## config.mk

```make
export PLATFORM = sky130hd
export DESIGN_NAME = cc_status_timer
export DESIGN_NICKNAME = d
export VERILOG_FILES = /design/src/rtl/cst_pkg.sv /design/src/rtl/cst_counter.sv /design/src/rtl/cst_slot.sv /design/src/rtl/cc_status_timer.sv
export SDC_FILE = /design/constraint.sdc
export NUM_CORES = 1
export LEC_CHECK = 0
export CAP_MARGIN = 20
export CORE_ASPECT_RATIO = 0.7
export CORE_MARGIN = 1
export CORE_UTILIZATION = 40
export DETAILED_ROUTE_END_ITERATION = 12
export GPL_TIMING_DRIVEN = 0
export SYNTH_ARGS = -nofsm -noshare
export SYNTH_HDL_FRONTEND = slang
export SYNTH_SLANG_ARGS = --single-unit
```

## constraint.sdc

```tcl
create_clock -name clk -period 2.3 [get_ports clk]
set_clock_uncertainty 0.1 [all_clocks]
set_input_delay 0.46 -clock clk [delete_from_list [all_inputs] [get_ports clk]]
set_output_delay 0.46 -clock clk [all_outputs]
set_load 0.03 [all_outputs]
```

## src/rtl/cst_pkg.sv

```systemverilog
`timescale 1ns/1ps
package cst_pkg;
  localparam int ADDR_W   = 3;
  localparam int NSLOT    = 2;   // index 0 = register C, 1 = register D
  localparam int FLAG_LSB = 2;   // C flag at bit 2, D flag at bit 3
  typedef enum logic [ADDR_W-1:0] {
    RA_CNT  = 3'd0,
    RA_GRC  = 3'd1,
    RA_GRD  = 3'd2,
    RA_STAT = 3'd3,
    RA_IEN  = 3'd4
  } reg_addr_e;
endpackage

```

## src/rtl/cst_counter.sv

```systemverilog
`timescale 1ns/1ps
module cst_counter #(
  parameter int W = 16
) (
  input  logic         clk,
  input  logic         rst_n,
  input  logic         ld,
  input  logic [W-1:0] ld_val,
  output logic [W-1:0] cnt
);
  always_ff @(posedge clk or negedge rst_n) begin
    if (!rst_n)  cnt <= '0;
    else if (ld) cnt <= ld_val;
    else         cnt <= cnt + W'(1);
  end

  a_r2_step: assert property (@(posedge clk) disable iff (!rst_n)
    !ld |=> cnt == $past(cnt) + W'(1));
  a_r2_wrap: assert property (@(posedge clk) disable iff (!rst_n)
    (!ld && cnt == {W{1'b1}}) |=> cnt == '0);
  a_r2_load: assert property (@(posedge clk) disable iff (!rst_n)
    ld |=> cnt == $past(ld_val));
endmodule

```

## src/rtl/cst_slot.sv

```systemverilog
`timescale 1ns/1ps
module cst_slot #(
  parameter int W = 16
) (
  input  logic         clk,
  input  logic         rst_n,
  input  logic [W-1:0] cnt,
  input  logic         cap_mode,
  input  logic         cap_stb,
  input  logic         gr_wr,
  input  logic [W-1:0] gr_wval,
  input  logic         stat_rd,
  input  logic         stat_wr,
  input  logic         stat_wbit,
  input  logic         xfer_ack,
  input  logic         xfer_dis,
  output logic [W-1:0] gr,
  output logic         flag
);
  logic cmp_hit, cap_hit, set_evt;
  logic sw_clr, hw_clr, armed;

  assign cmp_hit = !cap_mode && (cnt == gr);
  assign cap_hit = cap_mode && cap_stb;
  assign set_evt = cmp_hit || cap_hit;
  assign sw_clr  = stat_wr && !stat_wbit && armed;
  assign hw_clr  = xfer_ack && !xfer_dis;

  always_ff @(posedge clk or negedge rst_n) begin
    if (!rst_n)       gr <= '0;
    else if (cap_hit) gr <= cnt;
    else if (gr_wr)   gr <= gr_wval;
  end

  // read-as-1 permission: any status write uses it up
  always_ff @(posedge clk or negedge rst_n) begin
    if (!rst_n)       armed <= 1'b0;
    else if (stat_wr) armed <= 1'b0;
    else if (stat_rd && flag) armed <= 1'b1;
  end

  always_ff @(posedge clk or negedge rst_n) begin
    if (!rst_n)                 flag <= 1'b0;
    else if (set_evt)           flag <= 1'b1;
    else if (sw_clr || hw_clr)  flag <= 1'b0;
  end

  a_r4_capture_load: assert property (@(posedge clk) disable iff (!rst_n)
    cap_hit |=> gr == $past(cnt));
  a_r9_set_wins: assert property (@(posedge clk) disable iff (!rst_n)
    set_evt |=> flag);
  a_r5_only_events_set: assert property (@(posedge clk) disable iff (!rst_n)
    $rose(flag) |-> $past(set_evt));
  a_r6_clear_needs_source: assert property (@(posedge clk) disable iff (!rst_n)
    $fell(flag) |-> $past(sw_clr || hw_clr));
  a_r7_write_consumes: assert property (@(posedge clk) disable iff (!rst_n)
    stat_wr |=> !armed);
endmodule

```

## src/rtl/cc_status_timer.sv

```systemverilog
`timescale 1ns/1ps
module cc_status_timer
  import cst_pkg::*;
#(
  parameter int CNT_W  = 16,
  parameter bit HAS_CD = 1'b1
) (
  input  logic             clk,
  input  logic             rst_n,
  input  logic             bus_sel,
  input  logic             bus_wr,
  input  logic [ADDR_W-1:0] bus_addr,
  input  logic [CNT_W-1:0] bus_wdata,
  output logic [CNT_W-1:0] bus_rdata,
  input  logic [NSLOT-1:0] cap_mode,
  input  logic [NSLOT-1:0] cap_stb,
  input  logic [NSLOT-1:0] xfer_ack,
  input  logic [NSLOT-1:0] xfer_dis,
  output logic [NSLOT-1:0] irq
);
  localparam int NS = NSLOT;

  logic [CNT_W-1:0] cnt;
  logic [CNT_W-1:0] gr [NS];
  logic [NS-1:0]    flag;
  logic [NS-1:0]    ien;
  logic             acc_rd, acc_wr;
  logic             rd_stat, wr_stat, wr_cnt, wr_ien;
  logic [NS-1:0]    wr_gr;

  assign acc_rd   = bus_sel && !bus_wr;
  assign acc_wr   = bus_sel && bus_wr;
  assign rd_stat  = acc_rd && (bus_addr == RA_STAT);
  assign wr_stat  = acc_wr && (bus_addr == RA_STAT);
  assign wr_cnt   = acc_wr && (bus_addr == RA_CNT);
  assign wr_ien   = acc_wr && (bus_addr == RA_IEN);
  assign wr_gr[0] = acc_wr && (bus_addr == RA_GRC);
  assign wr_gr[1] = acc_wr && (bus_addr == RA_GRD);

  cst_counter #(.W(CNT_W)) u_cnt (
    .clk    (clk),
    .rst_n  (rst_n),
    .ld     (wr_cnt),
    .ld_val (bus_wdata),
    .cnt    (cnt)
  );

  generate
    if (HAS_CD) begin : g_cd
      for (genvar i = 0; i < NS; i++) begin : g_slot
        cst_slot #(.W(CNT_W)) u_slot (
          .clk       (clk),
          .rst_n     (rst_n),
          .cnt       (cnt),
          .cap_mode  (cap_mode[i]),
          .cap_stb   (cap_stb[i]),
          .gr_wr     (wr_gr[i]),
          .gr_wval   (bus_wdata),
          .stat_rd   (rd_stat),
          .stat_wr   (wr_stat),
          .stat_wbit (bus_wdata[FLAG_LSB+i]),
          .xfer_ack  (xfer_ack[i]),
          .xfer_dis  (xfer_dis[i]),
          .gr        (gr[i]),
          .flag      (flag[i])
        );
      end
      always_ff @(posedge clk or negedge rst_n) begin
        if (!rst_n)      ien <= '0;
        else if (wr_ien) ien <= bus_wdata[FLAG_LSB +: NS];
      end
    end else begin : g_nocd
      for (genvar i = 0; i < NS; i++) begin : g_zero
        assign gr[i] = '0;
      end
      assign flag = '0;
      assign ien  = '0;
    end
  endgenerate

  always_comb begin
    bus_rdata = '0;
    if (acc_rd) begin
      case (bus_addr)
        RA_CNT:  bus_rdata = cnt;
        RA_GRC:  bus_rdata = gr[0];
        RA_GRD:  bus_rdata = gr[1];
        RA_STAT: bus_rdata[FLAG_LSB +: NS] = flag;
        RA_IEN:  bus_rdata[FLAG_LSB +: NS] = ien;
        default: bus_rdata = '0;
      endcase
    end
  end

  assign irq = flag & ien;

  a_r10_irq_off_when_disabled: assert property (@(posedge clk) disable iff (!rst_n)
    (wr_ien && bus_wdata[FLAG_LSB +: NS] == '0) |=> irq == '0);
endmodule

```

==> results of run 1 <==
[layout make-up]
class	count	share of cell area
multi-input combinational	309	0.460
inverter	8	0.00672
tap	120	0.0336
sequential	54	0.303
timing repair buffer	55	0.112
clock buffer	7	0.0297
buffer	35	0.0549
[worst max-delay path, cell delays in order]
cell and delay [ns]:
dlygate4sd2_1 0.28, nand2b_4 0.16, nand3b_1 0.17, buf_4 0.17
buf_6 0.14, nor2_2 0.16, buf_6 0.15
[flip-flops by register name, summed over array words and instances (netlist names)]
signal	count
g_cd.g_slot.u_slot.armed	2
g_cd.g_slot.u_slot.flag	2
g_cd.g_slot.u_slot.gr	32
ien	2
u_cnt.cnt	16
[synth_stat cells, types with 4 or more instances]
library cell,number,area share
nor2_1,68,0.071
dfrtp_1,54,0.37
a21oi_1,51,0.071
mux2i_1,46,0.13
xor2_1,33,0.080
nand2_1,22,0.023
buf_2,20,0.028
buf_4,13,0.027
o21ai_0,13,0.018
xnor2_1,13,0.031
inv_1,8,0.0083
nor3_1,7,0.0097
nor4_1,6,0.010
nand3_1,5,0.0069
nand2b_1,4,0.0069
o21ai_2,4,0.0097
[where the power goes]
| part | internal (mW) | switching, mW |
|---|---|---|
| Combinational | 0.738 | 1.02 |
| Sequential | 1.20 | 0.162 |
| Clock | 0.400 | 0.349 |
| Total | 2.34 | 1.53 |
[routing by layer]
metal	wire (um)	vias to the layer above
li1	-	1501
met1	5480	1513
met2	4400	106
met3	842	15
met4	129	0
met5	0	-
[layout by cell type (no fill, tap or decap), drive strengths merged, types with 2 or more instances in the layout]
cell type      Yosys  final
nand2b             4      4
a21oi             54     54
nand3b             3      3
dlygate4sd2        0      2
and2               2      2
nor2              71     71
nand4              6      6
a31o               2      2
nand3              6      6
inv                8      8
xor2              33     33
buf               33     54
o311ai             2      2
clkbuf             2     15
nor4               9      9
dfrtp             54     54
o21ai             18     18
mux2i             46     46
clkdlybuf4s50      0     26
nor3               7      7
xnor2             13     13
nand2             24     24
[final timing paths]
kind                                             start                          end  slack (ns)  cells after the start
hold reg to reg            g_cd.g_slot[1].u_slot.armed  g_cd.g_slot[1].u_slot.armed        0.40                      2
setup reg to reg                         u_cnt.cnt[15]   g_cd.g_slot[0].u_slot.flag        0.41                      5
max in group asynchronous                        rst_n  g_cd.g_slot[0].u_slot.gr[0]        1.34                      2
hold / removal                                   rst_n                 u_cnt.cnt[3]        0.15                      1
setup / recovery                                bus_wr                 bus_rdata[5]        0.04                      7
min in group clk           g_cd.g_slot[1].u_slot.armed  g_cd.g_slot[1].u_slot.armed        0.40                      2
[per-stage QoR]
stage / total power, mW / setup TNS, ns
6_report: 3.86 / 0
5_1_grt: 4.11 / 0
4_1_cts: 3.84 / 0
3_5_place_dp: 3.09 / -14.61
3_3_place_gp: 3.06 / -78.59
2_1_floorplan: 2.63 / 0
[cell families (layout without fill, tap and decap cells)]
group           count (synthesis)  in the layout
compound gates                 79             79
buf+inv                        43            105
simple gates                  135            135
xor+xnor                       46             46
fa+ha+maj                       1              1
flops                          54             54
mux                            48             48
[repair_timing]
| item | in CTS | in global routing |
|---|---|---|
| pin swaps | 1 | 0 |
| setup endpoints to repair | 16 | 16 |
| gates cloned | 1 | 1 |
| hold buffers | 0 | 0 |
| setup buffers | 2 | 4 |
| hold endpoints to repair | 0 | 0 |
| resized for setup | 100 | 21 |
==> results.py, run 1 <==
metrics = {
    "run_status": {
        "status": "finished clean",
    },
    "global_routing": {
        "use_met1": 0.380,
        "grt_max_degree": 32,
        "grt_overflow": 0,
        "grt_pass1_vias": 2952,
        "grt_pass1_wl_um": 16800,
        "grt_usage": 0.246,
        "grt_use_met2": 0.339,
        "use_met3": 0.0576,
        "grt_antenna_before_repair": 0,
        "busiest_layer": "met1",
    },
    "die": {
        "rows": 28,
        "core_area_um2": 8620,
        "die_h_um": 81.5,
        "die_area_um2": 9430,
        "die_w_um": 116,
        "pin_count": 49,
        "start_util": 0.419,
    },
    "placement": {
        "placedCellCount": 573,
        "portBuffers": 46,
        "gp_congestion": 0.801,
        "dp_hpwl_um": 7530,
        "post-place-ws_ns": -1.09,
        "placed_cell_area_um2": 4250,
    },
    "clocking": {
        "clkTransAtPathRegs_ns": 0.07,
        "clk_latency_ns": 0.30,
        "clock-sinks": 54,
        "cts_buffers": 5,
        "htreeDepth": 2,
        "root_buffer": "clkbuf_16",
        "clock_path_buffers": 2,
        "cts_tree": "built",
    },
    "final_layout": {
        "synthToLayoutAreaGrowth_pct": 23.6,
        "fin_util": 0.518,
        "finalNonFillerCells": 588,
        "diodes": 0,
        "layout-drive-gt1-share": 0.207,
        "final_area_um2": 4470,
        "seqCellArea_um2": 1350,
        "multiInputGateArea_um2": 2060,
        "fill_cells": 856,
        "final_nets": 500,
    },
    "setup_path": {
        "path_max_fanout": 5,
        "cp.arrival_ns": 1.70,
        "crit_required_ns": 1.74,
        "end_kind": "output port",
        "startpoint_type": "primary input",
        "crit_type": "in -> out",
    },
    "timing": {
        "slew_headroom": 0.465,
        "finalCriticalPeriod_ns": 2.26,
        "hold_slack_ns": 0.150,
        "drv_slew": 0,
        "final_hold_viol_count": 0,
        "min_period_over_period": 0.982,
        "fin_ws_ns": 0.0411,
        "setup_violations": 0,
        "rsz0062_at_grt": "no",
        "timing.fmax_ghz": 0.443,
        "worstMarginPinSlew_ns": 0.802,
    },
    "logic_synthesis": {
        "avgSynthCellArea_um2": 8.90,
        "synth-main-ff-cell": "dfrtp_1",
        "synth_top_family_by_area": "simple AND/OR/NAND/NOR gates",
        "synthCells": 406,
        "synth_nets": 438,
        "synth_simple_gate_area_frac": 0.187,
        "synth-edff-count": 0,
        "async_flop_share": 1.00,
        "synthAdderAreaFrac": 0.00346,
        "synth-seq-cells": 54,
        "yosys_warnings": 0,
        "synth_compound_area_frac": 0.123,
        "synth_xor_area_frac": 0.111,
        "syn-cell-area_um2": 3610,
        "yosysSeqAreaShare": 0.374,
        "yosys.cell_types.count": 40,
        "synthMuxAreaShare": 0.137,
    },
    "power_and_ir_drop": {
        "p_leak_nw": 2.01,
        "ir_drop_mv": 0.463,
        "powerDensity_nw_per_um2": 865,
    },
    "routing": {
        "viasPerCell": 5.33,
        "dr.pass1.iters": 4,
        "drt-initial-drc-count": 156,
        "antenna_left": 0,
        "routedWlPerCell_um": 18.5,
        "num_vias": 3135,
        "route.detailed.drc": 0,
        "routed_wirelength_um": 10900,
    },
    "run": {
        "drv_cap": 0,
    },
    "min_path": {
        "hold_path.class": "in -> async",
    },
}
Note: power is estimated with default switching activity, not from simulation.
==> run 2: changes to the inputs <==
Settings changed: SKIP_LAST_GASP from default to 1.
==> run 2 against run 1 <==
  * Sequential share of layout area barely moved
  * Flip-flop and latch count is the same
  * Die area did not move
  * Clock-buffer cell count did not move
  * Design area barely moved
  * First-iteration DRC count is 4.5% lower
  * Sequential power about the same
  * Critical path depth unchanged
  * Maximum frequency down 0.44%
==> results.py, run 2 (synthesis gave the netlist of run 1 again) <==
metrics = {
    "routing": {
        "viasPerCell": 5.31,
        "num_vias": 3125,
        "drt-initial-drc-count": 149,
        "routedWlPerCell_um": 18.5,
        "route.detailed.drc": 0,
        "antenna_left": 0,
        "dr.pass1.iters": 4,
        "routed_wirelength_um": 10900,
    },
    "final_layout": {
        "multiInputGateArea_um2": 2060,
        "regMostFlops": "g_cd.g_slot.u_slot.gr",
        "synthToLayoutAreaGrowth_pct": 23.6,
        "final_common_cell": "nor2_1",
        "final_area_um2": 4470,
        "final_cell_mix": "nor2_1 (65), dfrtp_1 (54), a21oi_1 (51), mux2i_1 (46), xor2_1 (33)",
        "largest_reg_flops": 32,
        "fill_cells": 856,
        "final_nets": 500,
        "largestRegisters": "g_cd.g_slot.u_slot.gr: 32 flops, u_cnt.cnt: 16 flops",
        "seqCellArea_um2": 1350,
        "diodes": 0,
        "finalNonFillerCells": 588,
        "layout-drive-gt1-share": 0.207,
    },
    "placement": {
        "placedCellCount": 573,
        "portBuffers": 46,
        "placed_cell_area_um2": 4250,
        "gp_congestion": 0.801,
        "dp_hpwl_um": 7530,
    },
    "die": {
        "rows": 28,
        "pin_count": 49,
        "die_w_um": 116,
        "start_util": 0.419,
        "die_h_um": 81.5,
        "core_area_um2": 8620,
        "die_area_um2": 9430,
    },
    "timing": {
        "timing.fmax_ghz": 0.441,
        "finalCriticalPeriod_ns": 2.27,
        "rsz0062_at_grt": "yes",
        "slew_headroom": 0.474,
        "final_hold_viol_count": 0,
        "setup_violations": 0,
        "drv_slew": 0,
        "worstMarginPinSlew_ns": 0.789,
        "min_period_over_period": 0.986,
    },
    "clocking": {
        "root_buffer": "clkbuf_16",
        "cts_hold_buf": 0,
        "cts_buffers": 5,
        "clock-sinks": 54,
        "clkTransAtPathRegs_ns": 0.07,
        "htreeDepth": 2,
        "clk_latency_ns": 0.30,
        "clock_path_buffers": 2,
        "cts_tree": "built",
    },
    "setup_path": {
        "crit_type": "in -> out",
        "crit_required_ns": 1.74,
        "crit_path_top_delay_cell": "nor2b_4",
        "end_kind": "output port",
        "crit_chain": "clkdlybuf4s15_2 > buf_6 > nor2b_4 > clkbuf_16 > a21oi_1 > nor2_1 > buf_2",
        "path_max_fanout": 7,
        "slowest_delay_ns": 0.27,
        "crit_buf_inv": 4,
        "startpoint_type": "primary input",
        "cp.arrival_ns": 1.71,
        "critPathTopFamily": "buffers and inverters",
    },
    "power_and_ir_drop": {
        "p_leak_nw": 2.01,
        "powerDensity_nw_per_um2": 866,
        "power_mw": 3.87,
        "ir_drop_mv": 0.469,
    },
    "run": {
        "drv_cap": 0,
    },
    "global_routing": {
        "grt_usage": 0.246,
        "grt_overflow": 0,
        "grt_antenna_before_repair": 0,
        "grt_pass1_vias": 2952,
        "grt_pass1_wl_um": 16800,
        "grt_max_degree": 32,
    },
    "run_status": {
        "status": "finished clean",
    },
    "min_path": {
        "hold_path.class": "in -> async",
    },
}
==> run 2: cell types whose count changed in the layout (fill, tap and decap cells not counted), sizes merged <==
cell / change
buf: +1
clkbuf: -2
clkdlybuf4s15: +1
==> run 2: routing by layer <==
metal	vias to the layer above	GRT usage	wire (um)
met4	0	0.0577	129
met1	1499	0.380	5620
met3	15	0.0576	772
met5	-	0	0
li1	1504	-	-
met2	107	0.339	4370
==> run 2: cell type report <==
class,count,area share
Multi-Input combinational cell,309,0.460
Sequential cell,54,0.302
Timing Repair Buffer,55,0.113
Buffer,35,0.0543
Tap cell,120,0.0336
Clock buffer,7,0.0297
Inverter,8,0.00672
==> run 2: path summary, 6_finish.rpt <==
path                                             start                           to  cells after the start  slack [ns]
setup / recovery                           bus_addr[1]                bus_rdata[12]                      7        0.03
hold / removal                                   rst_n                 u_cnt.cnt[3]                      1        0.14
setup reg to reg                         u_cnt.cnt[15]   g_cd.g_slot[0].u_slot.flag                      5        0.38
hold reg to reg            g_cd.g_slot[1].u_slot.armed  g_cd.g_slot[1].u_slot.armed                      2        0.40
max in group asynchronous                        rst_n                 u_cnt.cnt[6]                      2        1.35
min in group clk           g_cd.g_slot[1].u_slot.armed  g_cd.g_slot[1].u_slot.armed                      2        0.40
==> run 2: power by group <==
group | total, mW | switching, mW | internal [mW]
Combinational | 1.76 | 1.02 | 0.737
Clock | 0.750 | 0.350 | 0.400
Sequential | 1.36 | 0.162 | 1.20
Total | 3.87 | 1.53 | 2.34
==> run 2: what timing repair did <==
action / in CTS / in global routing
resized for setup: 100 / 17
pin swaps: 1 / 0
gates cloned: 1 / 1
setup buffers: 2 / 4
endpoints found under the setup margin: 16 / 16
==> run 2: per-stage QoR <==
step                      setup WS (ns)  hold WS (ns)  setup TNS (ns)  utilization
after floorplan                   0.107        0.0644               0            -
after global placement            -1.19         0.381          -78.59        0.491
after detailed placement          -1.09         0.383          -14.61        0.493
after CTS                        0.0117         0.160               0        0.509
after global routing            -0.0166         0.198         -0.0463        0.518
final                            0.0312         0.145               0        0.518
==> run 3: changes to the inputs <==
Settings changed: ABC_CLOCK_PERIOD_IN_PS from default to 2900, DONT_BUFFER_PORTS from default to 1.
Clock period 2.3 ns to 2.9 ns, I/O delays scaled along.
==> run 3 against run 2 <==
  * Routed wire length fell by 6.7%
  * Combinational power fell by 27%
  * First-iteration DRC count rose by 20%
  * Clock-buffer cell count fell by 1
  * Highest routed layer unchanged
  * Final cell count fell by 9.0%
  * Design area fell by 12%
  * Largest power group unchanged
  * Core utilization fell by 6.0 points
  * Power fell by 23%
==> results.py, run 3 (synthesis gave the netlist of run 1 again) <==
metrics = {
    "timing": {
        "hold_slack_ns": 0.0262,
        "finalCriticalPeriod_ns": 2.82,
        "slew_headroom": 0.555,
        "setup_violations": 0,
        "rsz0062_at_grt": "no",
        "min_period_over_period": 0.974,
        "final_hold_viol_count": 0,
        "finalSetupTns_ns": 0,
        "worstMarginPinSlew_ns": 0.670,
        "drv_slew": 0,
        "timing.fmax_ghz": 0.354,
        "fin_ws_ns": 0.0767,
    },
    "final_layout": {
        "seqCellArea_um2": 1350,
        "diodes": 0,
        "fill_cells": 852,
        "fin_util": 0.458,
        "layout-drive-gt1-share": 0.164,
        "largest_reg_flops": 32,
        "regMostFlops": "g_cd.g_slot.u_slot.gr",
        "largestRegisters": "g_cd.g_slot.u_slot.gr: 32 flops, u_cnt.cnt: 16 flops",
        "final_nets": 446,
        "multiInputGateArea_um2": 2030,
        "synthToLayoutAreaGrowth_pct": 9.24,
        "final_cell_mix": "nor2_1 (68), dfrtp_1 (54), a21oi_1 (51), mux2i_1 (46), xor2_1 (33)",
        "finalNonFillerCells": 535,
        "final_area_um2": 3950,
        "final_common_cell": "nor2_1",
    },
    "clocking": {
        "clkTransAtPathRegs_ns": 0.08,
        "root_buffer": "clkbuf_16",
        "cts_setup_buffers": 0,
        "clk_latency_ns": 0.30,
        "clock-sinks": 54,
        "cts_tree": "built",
        "htreeDepth": 2,
        "clock_path_buffers": 2,
        "cts_buffers": 5,
    },
    "setup_path": {
        "slowest_delay_ns": 0.49,
        "r2r_start": "u_cnt.cnt[10]",
        "crit_required_ns": 2.22,
        "crit_chain": "buf_2 > buf_4 > nor2b_2 > buf_2 > a21oi_1 > nor2_1",
        "crit_type": "in -> out",
        "crit_top_cell": "buf_2",
        "end_kind": "output port",
        "path_max_fanout": 10,
        "crit_start": "bus_addr[0]",
        "startpoint_type": "primary input",
        "cp.arrival_ns": 2.14,
        "crit_path_top_delay_cell": "nor2_1",
    },
    "routing": {
        "route.detailed.drc": 0,
        "num_vias": 2928,
        "antenna_left": 0,
        "routed_wirelength_um": 10200,
        "drt-initial-drc-count": 179,
        "routedWlPerCell_um": 19.0,
        "dr.pass1.iters": 4,
        "viasPerCell": 5.47,
    },
    "global_routing": {
        "grt_antenna_before_repair": 0,
        "grt_overflow": 0,
        "grt_pass1_wl_um": 15800,
        "grt_usage": 0.228,
        "grt_pass1_vias": 2792,
        "grt_max_degree": 55,
    },
    "placement": {
        "portBuffers": 0,
        "gp_congestion": 0.848,
        "placedCellCount": 526,
        "placed_cell_area_um2": 3760,
        "post-place-ws_ns": 0.0493,
        "dp_hpwl_um": 7210,
    },
    "run_status": {
        "status": "finished clean",
    },
    "power_and_ir_drop": {
        "power_mw": 3.00,
        "ir_drop_mv": 0.350,
        "p_leak_nw": 1.74,
        "powerDensity_nw_per_um2": 759,
    },
    "die": {
        "die_h_um": 81.5,
        "die_w_um": 116,
        "pin_count": 49,
        "rows": 28,
        "die_area_um2": 9430,
        "core_area_um2": 8620,
        "start_util": 0.419,
    },
    "min_path": {
        "hold_path.class": "in -> async",
    },
    "run": {
        "drv_cap": 0,
    },
}
-- run 3: timing repair --
| action | in CTS | in global routing |
|---|---|---|
| hold buffers | 1 | 0 |
| gates resized for setup | 0 | 1 |
| setup endpoints to repair | 0 | 1 |
| hold endpoints to repair | 54 | 0 |
-- run 3: where the power goes --
part | internal (mW) | total [mW] | switching (mW)
sequential | 0.951 | 1.07 | 0.124
combinational | 0.525 | 1.29 | 0.769
clock | 0.343 | 0.630 | 0.287
-- run 3: final cells by class --
cell class / instances / share of cell area
tap: 120 / 0.0380
clock buffer: 6 / 0.0352
inverter: 8 / 0.00760
sequential: 54 / 0.342
multi-input combinational: 309 / 0.515
clock inverter: 2 / 0.00317
buffer: 35 / 0.0520
timing repair buffer: 1 / 0.00697
-- run 3: path summary, 6_finish.rpt --
kind / endpoint / slack (ns) / depth (start not counted)
worst max register to register: g_cd.g_slot[1].u_slot.flag / 1.09 / 5
worst min register to register: g_cd.g_slot[1].u_slot.armed / 0.41 / 2
worst max-delay path: bus_rdata[5] / 0.08 / 6
min in group clk: u_cnt.cnt[1] / 0.30 / 2
max in group asynchronous: g_cd.g_slot[1].u_slot.gr[0] / 2.40 / 1
worst min-delay path: g_cd.g_slot[1].u_slot.gr[8] / 0.03 / 1
-- run 3: per-layer routing --
layer | global-route usage | up-vias | routed length, um
met1 | 0.346 | 1427 | 4880
li1 | - | 1390 | -
met5 | 0 | - | 0
met3 | 0.0458 | 7 | 946
met4 | 0.0538 | 0 | 67
met2 | 0.327 | 104 | 4260
-- run 3: critical path: cells and delay by family --
kind	cells	cell delay [ns]
and+or+nand+nor	2	0.74
buffers and inverters	3	0.71
AOI/OAI and AO/OA	1	0.11
